--- src/rtl/aperture_xlate_pkg.sv ---
// Shared constants and types for the aperture translator.
// Assumes 32-bit addresses and 4 KiB pages.
package aperture_xlate_pkg;
    localparam int PAGE_SHIFT = 12;
    localparam int L2_IW      = 10;
    localparam int DIR_SHIFT  = PAGE_SHIFT + L2_IW;
    localparam int PPN_W      = 32 - PAGE_SHIFT;

    localparam logic [1:0] SEL_DIR  = 2'd0;
    localparam logic [1:0] SEL_SIZE = 2'd1;
    localparam logic [1:0] SEL_CTRL = 2'd2;

    typedef enum logic [1:0] {
        ST_IDLE  = 2'd0,
        ST_CHECK = 2'd1,
        ST_WAIT  = 2'd2
    } xl_state_e;
endpackage

--- src/rtl/xlate_cfg_regs.sv ---
// Configuration state: directory, size code and enable bit.
// The directory is read combinationally by index. The flush pulse is
// registered and lines up with the enable rising.
module xlate_cfg_regs
    import aperture_xlate_pkg::*;
#(
    parameter int DIR_ENTRIES = 64,
    parameter int DIR_IW      = $clog2(DIR_ENTRIES)
) (
    input  logic              clk,
    input  logic              rst_n,
    input  logic              cfg_we,
    input  logic [1:0]        cfg_sel,
    input  logic [31:0]       cfg_wdata,
    input  logic [DIR_IW-1:0] dir_idx,
    output logic              dir_present,
    output logic [PPN_W-1:0]  dir_ppn,
    output logic [1:0]        size_shift,
    output logic              xl_en,
    output logic              flush
);
    logic [DIR_ENTRIES-1:0] present_q;
    logic [PPN_W-1:0]       ppn_q [DIR_ENTRIES];
    logic [2:0]             size_q;
    logic [DIR_IW-1:0]      wr_idx;
    logic                   dir_wr, size_wr, ctrl_wr;
    logic                   unused_cfg;

    assign wr_idx     = cfg_wdata[DIR_IW-1:0];
    assign dir_wr     = cfg_we && (cfg_sel == SEL_DIR);
    assign size_wr    = cfg_we && (cfg_sel == SEL_SIZE);
    assign ctrl_wr    = cfg_we && (cfg_sel == SEL_CTRL);
    assign unused_cfg = ^{cfg_wdata[11:9], cfg_wdata[6]};

    // Present flags: all cleared at reset, one entry updated per write
    always_ff @(posedge clk) begin
        if (!rst_n)      present_q         <= '0;
        else if (dir_wr) present_q[wr_idx] <= cfg_wdata[8];
    end

    // Table page addresses need no reset: their use is gated by the present flag
    always_ff @(posedge clk) begin
        if (dir_wr) ppn_q[wr_idx] <= cfg_wdata[31:PAGE_SHIFT];
    end

    // Size code: only bits 5:3 matter
    always_ff @(posedge clk) begin
        if (!rst_n)       size_q <= '0;
        else if (size_wr) size_q <= cfg_wdata[5:3];
    end

    // Enable bit and the flush pulse on its rising change
    always_ff @(posedge clk) begin
        if (!rst_n) begin
            xl_en <= 1'b1;
            flush <= 1'b0;
        end else begin
            flush <= ctrl_wr && cfg_wdata[7] && !xl_en;
            if (ctrl_wr) xl_en <= cfg_wdata[7];
        end
    end

    assign dir_present = present_q[dir_idx];
    assign dir_ppn     = ppn_q[dir_idx];
    assign size_shift  = {1'b0, size_q[2]} + {1'b0, size_q[1]} + {1'b0, size_q[0]};


    flush_rise_chk: assert property (@(posedge clk) disable iff (!rst_n)
        flush |-> (xl_en && !$past(xl_en)));

    dir_inval_chk: assert property (@(posedge clk) disable iff (!rst_n)
        (dir_wr && !cfg_wdata[8]) |=> !present_q[$past(wr_idx)]);
endmodule

--- src/rtl/xlate_range.sv ---
// Splits a bus address into aperture fields and checks it against the
// current aperture size. Purely combinational.
// Assumes APER_BASE is aligned to 2**APER_LOG2.
module xlate_range
    import aperture_xlate_pkg::*;
#(
    parameter logic [31:0] APER_BASE = 32'hC000_0000,
    parameter int          APER_LOG2 = 28,
    parameter int          DIR_IW    = APER_LOG2 - DIR_SHIFT,
    parameter int          APN_W     = APER_LOG2 - PAGE_SHIFT
) (
    input  logic [31:0]       addr,
    input  logic [1:0]        size_shift,
    output logic              in_range,
    output logic [DIR_IW-1:0] dir_idx,
    output logic [L2_IW-1:0]  l2_idx,
    output logic [APN_W-1:0]  apn
);
    logic [31:0] off;
    logic [32:0] limit;

    // Offset from the base and the byte size of the selected aperture
    always_comb begin
        off      = addr - APER_BASE;
        limit    = 33'd1 << (APER_LOG2 - int'(size_shift));
        in_range = (addr >= APER_BASE) && ({1'b0, off} < limit);
    end

    assign dir_idx = off[APER_LOG2-1:DIR_SHIFT];
    assign l2_idx  = off[DIR_SHIFT-1:PAGE_SHIFT];
    assign apn     = off[APER_LOG2-1:PAGE_SHIFT];
endmodule

--- src/rtl/xlate_tcache.sv ---
// Small fully associative translation cache with round-robin fill.
// Assumes the caller fills only on a miss, so tags stay unique.
// A flush clears the valid bits and leaves the fill pointer alone.
module xlate_tcache #(
    parameter int WAYS   = 4,
    parameter int TAG_W  = 16,
    parameter int DATA_W = 20,
    parameter int PTR_W  = (WAYS > 1) ? $clog2(WAYS) : 1
) (
    input  logic              clk,
    input  logic              rst_n,
    input  logic              flush,
    input  logic [TAG_W-1:0]  lookup_tag,
    output logic              hit,
    output logic [DATA_W-1:0] hit_data,
    input  logic              fill_en,
    input  logic [TAG_W-1:0]  fill_tag,
    input  logic [DATA_W-1:0] fill_data
);
    logic [WAYS-1:0]   valid_q;
    logic [WAYS-1:0]   hit_vec;
    logic [TAG_W-1:0]  tag_q  [WAYS];
    logic [DATA_W-1:0] data_q [WAYS];
    logic [PTR_W-1:0]  ptr_q;

    for (genvar g = 0; g < WAYS; g++) begin : g_way
        assign hit_vec[g] = valid_q[g] && (tag_q[g] == lookup_tag);
    end

    // Merge the data of the matching way
    always_comb begin
        hit_data = '0;
        for (int i = 0; i < WAYS; i++)
            if (hit_vec[i]) hit_data = hit_data | data_q[i];
    end
    assign hit = |hit_vec;

    // Valid bits and the rotating fill pointer
    always_ff @(posedge clk) begin
        if (!rst_n) begin
            valid_q <= '0;
            ptr_q   <= '0;
        end else if (flush) begin
            valid_q <= '0;
        end else if (fill_en) begin
            valid_q[ptr_q] <= 1'b1;
            ptr_q <= (ptr_q == PTR_W'(WAYS - 1)) ? '0 : ptr_q + 1'b1;
        end
    end

    // Tag and data payload of the way being filled
    always_ff @(posedge clk) begin
        if (fill_en && !flush) begin
            tag_q[ptr_q]  <= fill_tag;
            data_q[ptr_q] <= fill_data;
        end
    end


    hit_onehot_chk: assert property (@(posedge clk) disable iff (!rst_n)
        $onehot0(hit_vec));

    flush_clear_chk: assert property (@(posedge clk) disable iff (!rst_n)
        flush |=> (valid_q == '0));
endmodule

--- src/rtl/aperture_xlate.sv ---
// Two-level aperture translator top. It takes one request at a time,
// checks range and directory, looks in the cache and fetches the
// second-level entry on a miss. Assumes the memory answers each read
// exactly once.
module aperture_xlate
    import aperture_xlate_pkg::*;
#(
    parameter logic [31:0] APER_BASE  = 32'hC000_0000,
    parameter int          APER_LOG2  = 28,
    parameter int          CACHE_WAYS = 4
) (
    input  logic        clk,
    input  logic        rst_n,
    input  logic        cfg_we,
    input  logic [1:0]  cfg_sel,
    input  logic [31:0] cfg_wdata,
    input  logic        req_valid,
    output logic        req_ready,
    input  logic [31:0] req_addr,
    output logic        rsp_valid,
    output logic        rsp_fault,
    output logic [31:0] rsp_paddr,
    output logic        mem_rd_en,
    output logic [31:0] mem_rd_addr,
    input  logic        mem_rd_valid,
    input  logic [31:0] mem_rd_data
);
    localparam int DIR_IW      = APER_LOG2 - DIR_SHIFT;
    localparam int DIR_ENTRIES = 1 << DIR_IW;
    localparam int APN_W       = APER_LOG2 - PAGE_SHIFT;

    xl_state_e          state_q;
    logic [31:0]        addr_q;
    logic               in_range, dir_present, xl_en, flush, hit, fill_en;
    logic [DIR_IW-1:0]  dir_idx;
    logic [L2_IW-1:0]   l2_idx;
    logic [APN_W-1:0]   apn;
    logic [PPN_W-1:0]   dir_ppn, hit_ppn;
    logic [1:0]         size_shift;
    logic               unused_rd;

    assign unused_rd = ^mem_rd_data[PAGE_SHIFT-1:1];

    xlate_cfg_regs #(.DIR_ENTRIES(DIR_ENTRIES), .DIR_IW(DIR_IW)) u_cfg (
        .clk(clk), .rst_n(rst_n), .cfg_we(cfg_we), .cfg_sel(cfg_sel),
        .cfg_wdata(cfg_wdata), .dir_idx(dir_idx), .dir_present(dir_present),
        .dir_ppn(dir_ppn), .size_shift(size_shift), .xl_en(xl_en), .flush(flush)
    );

    xlate_range #(.APER_BASE(APER_BASE), .APER_LOG2(APER_LOG2),
                  .DIR_IW(DIR_IW), .APN_W(APN_W)) u_range (
        .addr(addr_q), .size_shift(size_shift), .in_range(in_range),
        .dir_idx(dir_idx), .l2_idx(l2_idx), .apn(apn)
    );

    assign fill_en = (state_q == ST_WAIT) && mem_rd_valid && mem_rd_data[0];

    xlate_tcache #(.WAYS(CACHE_WAYS), .TAG_W(APN_W), .DATA_W(PPN_W)) u_cache (
        .clk(clk), .rst_n(rst_n), .flush(flush), .lookup_tag(apn),
        .hit(hit), .hit_data(hit_ppn), .fill_en(fill_en),
        .fill_tag(apn), .fill_data(mem_rd_data[31:PAGE_SHIFT])
    );

    assign req_ready = (state_q == ST_IDLE) && xl_en;

    // Request sequencer: accept, decide, fetch, respond
    always_ff @(posedge clk) begin
        if (!rst_n) begin
            state_q     <= ST_IDLE;
            addr_q      <= '0;
            rsp_valid   <= 1'b0;
            rsp_fault   <= 1'b0;
            rsp_paddr   <= '0;
            mem_rd_en   <= 1'b0;
            mem_rd_addr <= '0;
        end else begin
            rsp_valid <= 1'b0;
            mem_rd_en <= 1'b0;
            case (state_q)
                ST_IDLE: if (req_valid && req_ready) begin
                    addr_q  <= req_addr;
                    state_q <= ST_CHECK;
                end
                ST_CHECK: begin
                    if (!in_range || !dir_present) begin
                        rsp_valid <= 1'b1;
                        rsp_fault <= 1'b1;
                        rsp_paddr <= '0;
                        state_q   <= ST_IDLE;
                    end else if (hit) begin
                        rsp_valid <= 1'b1;
                        rsp_fault <= 1'b0;
                        rsp_paddr <= {hit_ppn, addr_q[PAGE_SHIFT-1:0]};
                        state_q   <= ST_IDLE;
                    end else begin
                        mem_rd_en   <= 1'b1;
                        mem_rd_addr <= {dir_ppn, l2_idx, 2'b00};
                        state_q     <= ST_WAIT;
                    end
                end
                ST_WAIT: if (mem_rd_valid) begin
                    rsp_valid <= 1'b1;
                    rsp_fault <= !mem_rd_data[0];
                    rsp_paddr <= mem_rd_data[0] ?
                                 {mem_rd_data[31:PAGE_SHIFT], addr_q[PAGE_SHIFT-1:0]} : '0;
                    state_q   <= ST_IDLE;
                end
                default: state_q <= ST_IDLE;
            endcase
        end
    end


    stall_ready_chk: assert property (@(posedge clk) disable iff (!rst_n)
        !xl_en |-> !req_ready);

    single_read_chk: assert property (@(posedge clk) disable iff (!rst_n)
        mem_rd_en |=> !mem_rd_en);

    range_noread_chk: assert property (@(posedge clk) disable iff (!rst_n)
        (state_q == ST_CHECK && !in_range) |=> !mem_rd_en);

    rsp_pulse_chk: assert property (@(posedge clk) disable iff (!rst_n)
        rsp_valid |=> !rsp_valid);

    no_overlap_chk: assert property (@(posedge clk) disable iff (!rst_n)
        !(rsp_valid && mem_rd_en));

    fault_zero_chk: assert property (@(posedge clk) disable iff (!rst_n)
        (rsp_valid && rsp_fault) |-> (rsp_paddr == '0));
endmodule

--- config.mk ---
export PLATFORM = sky130hd
export DESIGN_NAME = aperture_xlate
export DESIGN_NICKNAME = d
export VERILOG_FILES = /design/src/rtl/aperture_xlate_pkg.sv /design/src/rtl/xlate_cfg_regs.sv /design/src/rtl/xlate_range.sv /design/src/rtl/xlate_tcache.sv /design/src/rtl/aperture_xlate.sv
export SDC_FILE = /design/constraint.sdc
export NUM_CORES = 2
export LEC_CHECK = 0
export BUFFER_PORTS_ARGS = -buffer_cell sky130_fd_sc_hd__buf_4
export CORE_MARGIN = 2
export CORE_UTILIZATION = 54
export CTS_CLUSTER_SIZE = 40
export DETAILED_ROUTE_END_ITERATION = 8
export PLACE_DENSITY = 0.71
export SYNTH_ARGS = -nofsm -noshare
export SYNTH_HDL_FRONTEND = slang
export SYNTH_HIERARCHICAL = 1
export SYNTH_SLANG_ARGS = --single-unit
--- constraint.sdc ---
create_clock -name clk -period 4.6 [get_ports clk]
set_input_delay 1.38 -clock clk [delete_from_list [all_inputs] [get_ports clk]]
set_output_delay 1.38 -clock clk [all_outputs]
set_load 0.02 [all_outputs]
# After elaboration in Yosys (flattened, before gate mapping)
# Memories as Yosys holds them, arrays and structs flattened. A register that Yosys moved wholly into a read port is not among the register bits.
# Cells that the tools add are included.
# classes
n_lt_le_gt_ge	7
mux	35
addsub	5
n_shift	1
eq_ne	12
n_bitwise	9
n_reduce_logical	35
# op_table
op	n
2-to-1 mux 32 bit	4
2-to-1 mux 20 bit	4
bitwise mux 64 bit	1
== test 16 bit	4
case mux 32 bit (2 select lines)	1
bitwise OR 20 bit	3
less-than comparator 32 x 33 -> 1 bit	1
left shift 1 x 32 -> 33 bit (first input constant)	1
greater-or-equal comparator 32 bit (second input constant)	1
subtractor 32 bit (second input constant)	1
logical AND 1 bit	17
less-than comparator 6 x 7 -> 1 bit (second input constant)	2
2-to-1 mux 1 bit	14
2-to-1 mux 2 bit	5
binary-select mux 1 bit (select 6 bit)	1
demux 1 bit (select 6 bit)	1
== test 2 bit (second input constant)	3
greater-or-equal comparator 6 x 1 -> 1 bit (second input constant)	1
logical NOT 1 bit	6
case mux 2 bit (3 select lines)	1
AND reduction 2 bit	3
AND reduction 3 bit	2
subtractor 5 x 2 -> 6 bit (first input constant)	1
NOT 1 bit	5
other kinds (18)	21
# totals
out_inout_bits	68
regBits	174
mem_count	3
ramBits	1424
in_bits	103
word_cells	120
# mem_list
name	depth	width	rd	rd_ports_with_merged_regs	wr	line_no	rtl
u_cfg.ppn_q	64	20	1	1	1	xlate_cfg_regs.sv:23	logic [PPN_W-1:0] ppn_q [DIR_ENTRIES];
u_cache.data_q	4	20	4	0	1	xlate_tcache.sv:23	logic [DATA_W-1:0] data_q [WAYS];
u_cache.tag_q	4	16	4	0	1	xlate_tcache.sv:22	logic [TAG_W-1:0] tag_q [WAYS];

# Depth between registers and ports, before layout
# logic_depth
ltp_word	13
depth_mapped	16
depth_no_buf	10

# By module
# The synthesis kept the hierarchy.
# modules_own_cells
module	n_inst	cells_per_inst	area_each_um2	seq_area_each_um2
xlate_cfg_regs	1	2653	52922.0	39818.2
xlate_tcache	1	402	6109.6	4444.3
aperture_xlate	1	477	4002.6	1981.9
xlate_range	1	50	390.4	0.0

# Least setup slack after synthesis
# Ideal clock, no wire load.
# synth_path
path_kind	input port to flip-flop
start	input mem_rd_valid
end	memory u_cache.data_q[3][0], enable pin
setup_time_ns	0.429
required_ns	4.171
path_stages	3
path_buffers	0
slack_ns	0.976
arrival_ns	3.194
cell_sequence	and3_1 -> nand2_1 -> nor2_1
# synth_between
elab_chain_cells	5
# synth_rtl
item	line_no	rtl
from (decl)	aperture_xlate.sv:25	input logic mem_rd_valid,
logical AND 1 bit (2 in a row)	aperture_xlate.sv:56	assign fill_en = (state_q == ST_WAIT) && mem_rd_valid && mem_rd_data[0];
logical AND 1 bit	xlate_tcache.sv:53	if (fill_en && !flush) begin
2-to-1 mux 1 bit	xlate_tcache.sv:53	
2-to-1 mux 1 bit (not written as such)	xlate_tcache.sv:55	data_q[ptr_q] <= fill_data;
to (decl)	xlate_tcache.sv:23	
# No other way between the ends.

# Worst setup path after layout
# layout_path
start	register addr_q[23]
end	register rsp_paddr[6]
# layout_between
elab_chain_cells	7
# layout_rtl
item	line_no	rtl
from (decl)	aperture_xlate.sv:33	logic [31:0] addr_q;
from (signal assigned)	aperture_xlate.sv:81	addr_q <= req_addr;
subtractor 32 bit *	xlate_range.sv:24	off = addr - APER_BASE;
binary-select mux 1 bit (select 6 bit) *	xlate_cfg_regs.sv:63	assign dir_present = present_q[dir_idx];
2-to-1 mux 1 bit (not written as such) *	xlate_cfg_regs.sv:63	
net dir_present	aperture_xlate.sv:34	logic in_range, dir_present, xl_en, flush, hit, fill_en;
logical NOT 1 bit *	aperture_xlate.sv:85	if (!in_range || !dir_present) begin
logical OR 1 bit *	aperture_xlate.sv:85	
!= test 3 bit (no line) / 2-to-1 mux 32 bit (equally long branches)	--	
AND reduction 3 bit (no line) / case mux 32 bit (2 select lines) (equally long branches)	--	
to (signal assigned)	aperture_xlate.sv:93	rsp_paddr <= {hit_ppn, addr_q[PAGE_SHIFT-1:0]};
to (signal assigned)	aperture_xlate.sv:104	rsp_paddr <= mem_rd_data[0] ?
to (decl)	aperture_xlate.sv:22	output logic [31:0] rsp_paddr,
# The timed path passes the listed nets; every way through them passes the cells marked *. The select of a mux whose other input is x is not followed.
# A chain may end at the register's enable or synchronous reset.

==> impl_metrics.yaml <==
drt:
  wirelength_um: 152000
  drtIter0Drc: 3816
  num_vias: 34000
  routedWlPerCell_um: 27.8
  detail-route-antenna-nets: 0
  drt_first_pass_iters: 6
  drc: 0
  via_per_inst: 6.24
critical_path:
  cpPeakStageDelay_ps: 840
  critical_path.startpoint: "addr_q[23]$_SDFFE_PN0P_"
  slowest_stage: "dfxtp_4"
  critPathArrivalTime_ps: 4380
  rr_worst_depth: 11
  crit_type: "flop to flop"
  r2r_end: "rsp_paddr[6]$_SDFFE_PN0P_"
  critPathCaptureType: "flop"
  worstPathCellList: "buf_4, mux4_2, mux2i_1, mux2i_1, o22ai_1, nor3_1, buf_4, nand2_1, o21bai_1, nand2_1, o22ai_1"
  regToRegStartpoint: "addr_q[23]$_SDFFE_PN0P_"
  worstPathMaxFanout: 40
  reg2reg_slack_ps: 880
  required_ps: 5260
  cp-endpoint: "rsp_paddr[6]$_SDFFE_PN0P_"
  start_kind: "flop"
clocking:
  insertion_delay_ps: 760
  cts_tree: "yes"
  cts_made_buffers: 157
  cts_resized: 0
  clkSlewWorstSetupHoldPaths_ps: 60
  holdBufCountCts: 0
  cts_buffer_depth: 3
  htree_levels: 4
  cts_sinks: 1598
  cts_root_buf: "clkbuf_16"
  cts_setup_buffers: 0
min_path:
  hold_class: "flop to flop"
timing:
  rsz0062_at_grt: "no"
  worst_pin_slew_ps: 902
  fin_skew_ps: 18.2
  max-slew-margin-rel: 0.381
  min_period_ps: 3720
  drv_slew: 0
  layout_setup_ws_ps: 884
  tns_ps: 0
  finalSetupViolations: 0
  finalHoldViolations: 0
  max_freq_ghz: 0.269
  post-route-period-util: 0.808
floorplanning:
  io_pins: 171
  die_area_um2: 120000
  fp.coreArea_um2: 116000
  die_width_um: 347
  initial_core_util: 0.545
  rows: 125
  die_h_um: 347
flow_run:
  cap_violations: 0
global_routing:
  gr-total-overflow: 0
  grt_pass1_vias: 33700
  gr-usage-all-layers: 0.252
  grt_pass1_wl_um: 222000
  grt_max_degree: 89
  antenna_found_initial: 8
logic_synthesis:
  ys_warn_count: 6
  yosysSeqAreaShare: 0.729
  netlist_instances: 3582
  synth_fa_ha_area_frac: 0.00288
  muxShareOfSynthArea: 0.137
  synth-xor-area-share: 0.00801
  synth_top_family_by_area: "multiplexers"
  yosys.area_share.simple: 0.0485
  synth.distinct_cells: 59
  synth_ff_type: "edfxtp_1"
  yosys_register_bits: 1598
  synth_edf_count: 1424
  synthesis.area_um2: 63400
  synthArstFlopShare: 0
  synth_compound_area_frac: 0.0504
  syn_avg_cell_area_um2: 17.7
layout:
  multi_input_area_um2: 15900
  fin_util: 0.617
  drive_gt1_frac: 0.274
  nets: 3910
  regArea_um2: 46300
  area_growth_pct: 13.2
  nFillCells: 8139
power_and_ir_drop:
  power.leakage_nw: 22.6
  finalPower_w: 0.0305
  ir_drop_v: 0.000362
  power_density_nw_per_um2: 424
placed_design:
  place_ws_ps: 772
  globalplace.congestion: 0.828
  dp.final_hpwl_um: 86200
  numPortBuffers: 153
outcome:
  status: "completed"
-- layout by cell type (no fill, tap or decap), types with 82 or more instances in the layout --
cell       Yosys  layout
mux2i_1       83      83
o21ai_0      102     102
o22ai_1       82      82
buf_4         70     304
a21boi_0     111     111
mux4_2       262     262
clkbuf_16      0     160
mux2_2       175     175
edfxtp_1    1424    1424
dfxtp_1      174     169
nand2_1      292     292
-- per-stage QoR --
stage / hold slack [ps] / cell area (um^2) / cells
global placement: 446 / 66600 / 5158
global route: 479 / 71800 / 5449
finish: 454 / 71800 / 5450
floorplan: 430 / 63400 / 3583
detailed placement: 451 / 66600 / 5158
CTS: 459 / 71800 / 5448
-- sequential cells by signal, summed over array words and instances, names as in the netlist, 3 cells and up --
name / count
addr_q: 32
mem_rd_addr: 30
rsp_paddr: 32
u_cache/data_q: 80
u_cache/tag_q: 64
u_cache/valid_q: 4
u_cfg/ppn_q: 1280
u_cfg/present_q: 64
u_cfg/size_q: 3
-- layout make-up --
class / count / share of cell area
Sequential cell: 1598 / 0.644
Multi-Input combinational cell: 1707 / 0.221
Clock buffer: 196 / 0.0587
Timing Repair Buffer: 318 / 0.0357
Tap cell: 1524 / 0.0265
Clock inverter: 94 / 0.0133
Inverter: 11 / 0.000575
Antenna cell: 2 / 0.0000697
-- layer usage --
layer  track usage  part of all wire  up-vias
met2         0.407              0.49     1517
met4        0.0762             0.027       12
met3        0.0538             0.089      235
met5       0.00920            0.0014        -
li1              -                 -    14600
met1         0.347              0.40    17600
-- Yosys cell counts (all sizes together), types with 2 or more instances --
cell type  instances  share of area
xnor2             45         0.0062
a21oi             22         0.0017
nor3              74         0.0059
dfxtp            174          0.055
o221ai             2        0.00028
buf              167          0.017
ha                13         0.0026
a22oi              2        0.00024
a21boi           123          0.015
o211a             20         0.0032
mux4             262          0.093
nand4             50         0.0049
o22ai             82         0.0081
or3b               2        0.00028
o2111ai           20         0.0028
xor2              13         0.0018
nand2            292          0.017
nand2b            11         0.0011
inv               11        0.00065
nor2b             71         0.0070
nor3b              3        0.00043
mux2i             83          0.013
a221o              8         0.0013
mux2             175          0.031
nand3b             5        0.00059
a211oi            56         0.0067
o21ai            102         0.0080
o32ai              2        0.00028
nor4               6        0.00069
o211ai            23         0.0027
a2111oi            2        0.00028
nor4b              3        0.00085
edfxtp          1424           0.67
and3               3        0.00030
nand3             29         0.0023
and2              10        0.00099
nor2              80         0.0047
conb               2        0.00012
or2                3        0.00030
clkbuf           100         0.0059
-- report_power, final --
| part | internal [W] | switching (W) |
|---|---|---|
| sequential | 0.0158 | 0.0000961 |
| clock | 0.00753 | 0.00530 |
| combinational | 0.000659 | 0.00104 |
| total | 0.0240 | 0.00644 |
-- how the worst min path moves through the flow --
stage	from	end	slack, ps	cells past startpoint
after floorplan	u_cache/valid_q[0]$_SDFFE_PP0P_	u_cache/valid_q[0]$_SDFFE_PP0P_	430	2
after global placement	mem_rd_addr[25]$_SDFFE_PN0P_	mem_rd_addr[25]$_SDFFE_PN0P_	450	2
after detailed placement	mem_rd_addr[26]$_SDFFE_PN0P_	mem_rd_addr[26]$_SDFFE_PN0P_	450	2
after CTS	mem_rd_addr[26]$_SDFFE_PN0P_	mem_rd_addr[26]$_SDFFE_PN0P_	460	2
after global routing	addr_q[5]$_SDFFE_PN0P_	rsp_paddr[5]$_SDFFE_PN0P_	480	2
final	mem_rd_addr[26]$_SDFFE_PN0P_	mem_rd_addr[26]$_SDFFE_PN0P_	450	2
-- kinds of logic (layout without fill, tap and decap cells) --
kind of cell / count (synthesis) / count (layout)
compound gates: 466 / 466
simple gates: 646 / 646
fa+ha+maj: 14 / 14
flops: 1598 / 1598
other cells: 2 / 5
xor+xnor: 58 / 58
buf+inv: 278 / 619
mux: 520 / 520
-- critical path, delay by kind of cell (launching register included) --
| family | cells | cell delay (ps) |
|---|---|---|
| AO/OA/AOI/OAI | 3 | 720 |
| buffers and inverters | 2 | 640 |
| flip-flops | 1 | 840 |
| multiplexers | 3 | 600 |
| AND/OR/NAND/NOR | 3 | 720 |
No activity file was read; power rests on OpenSTA's default activity.
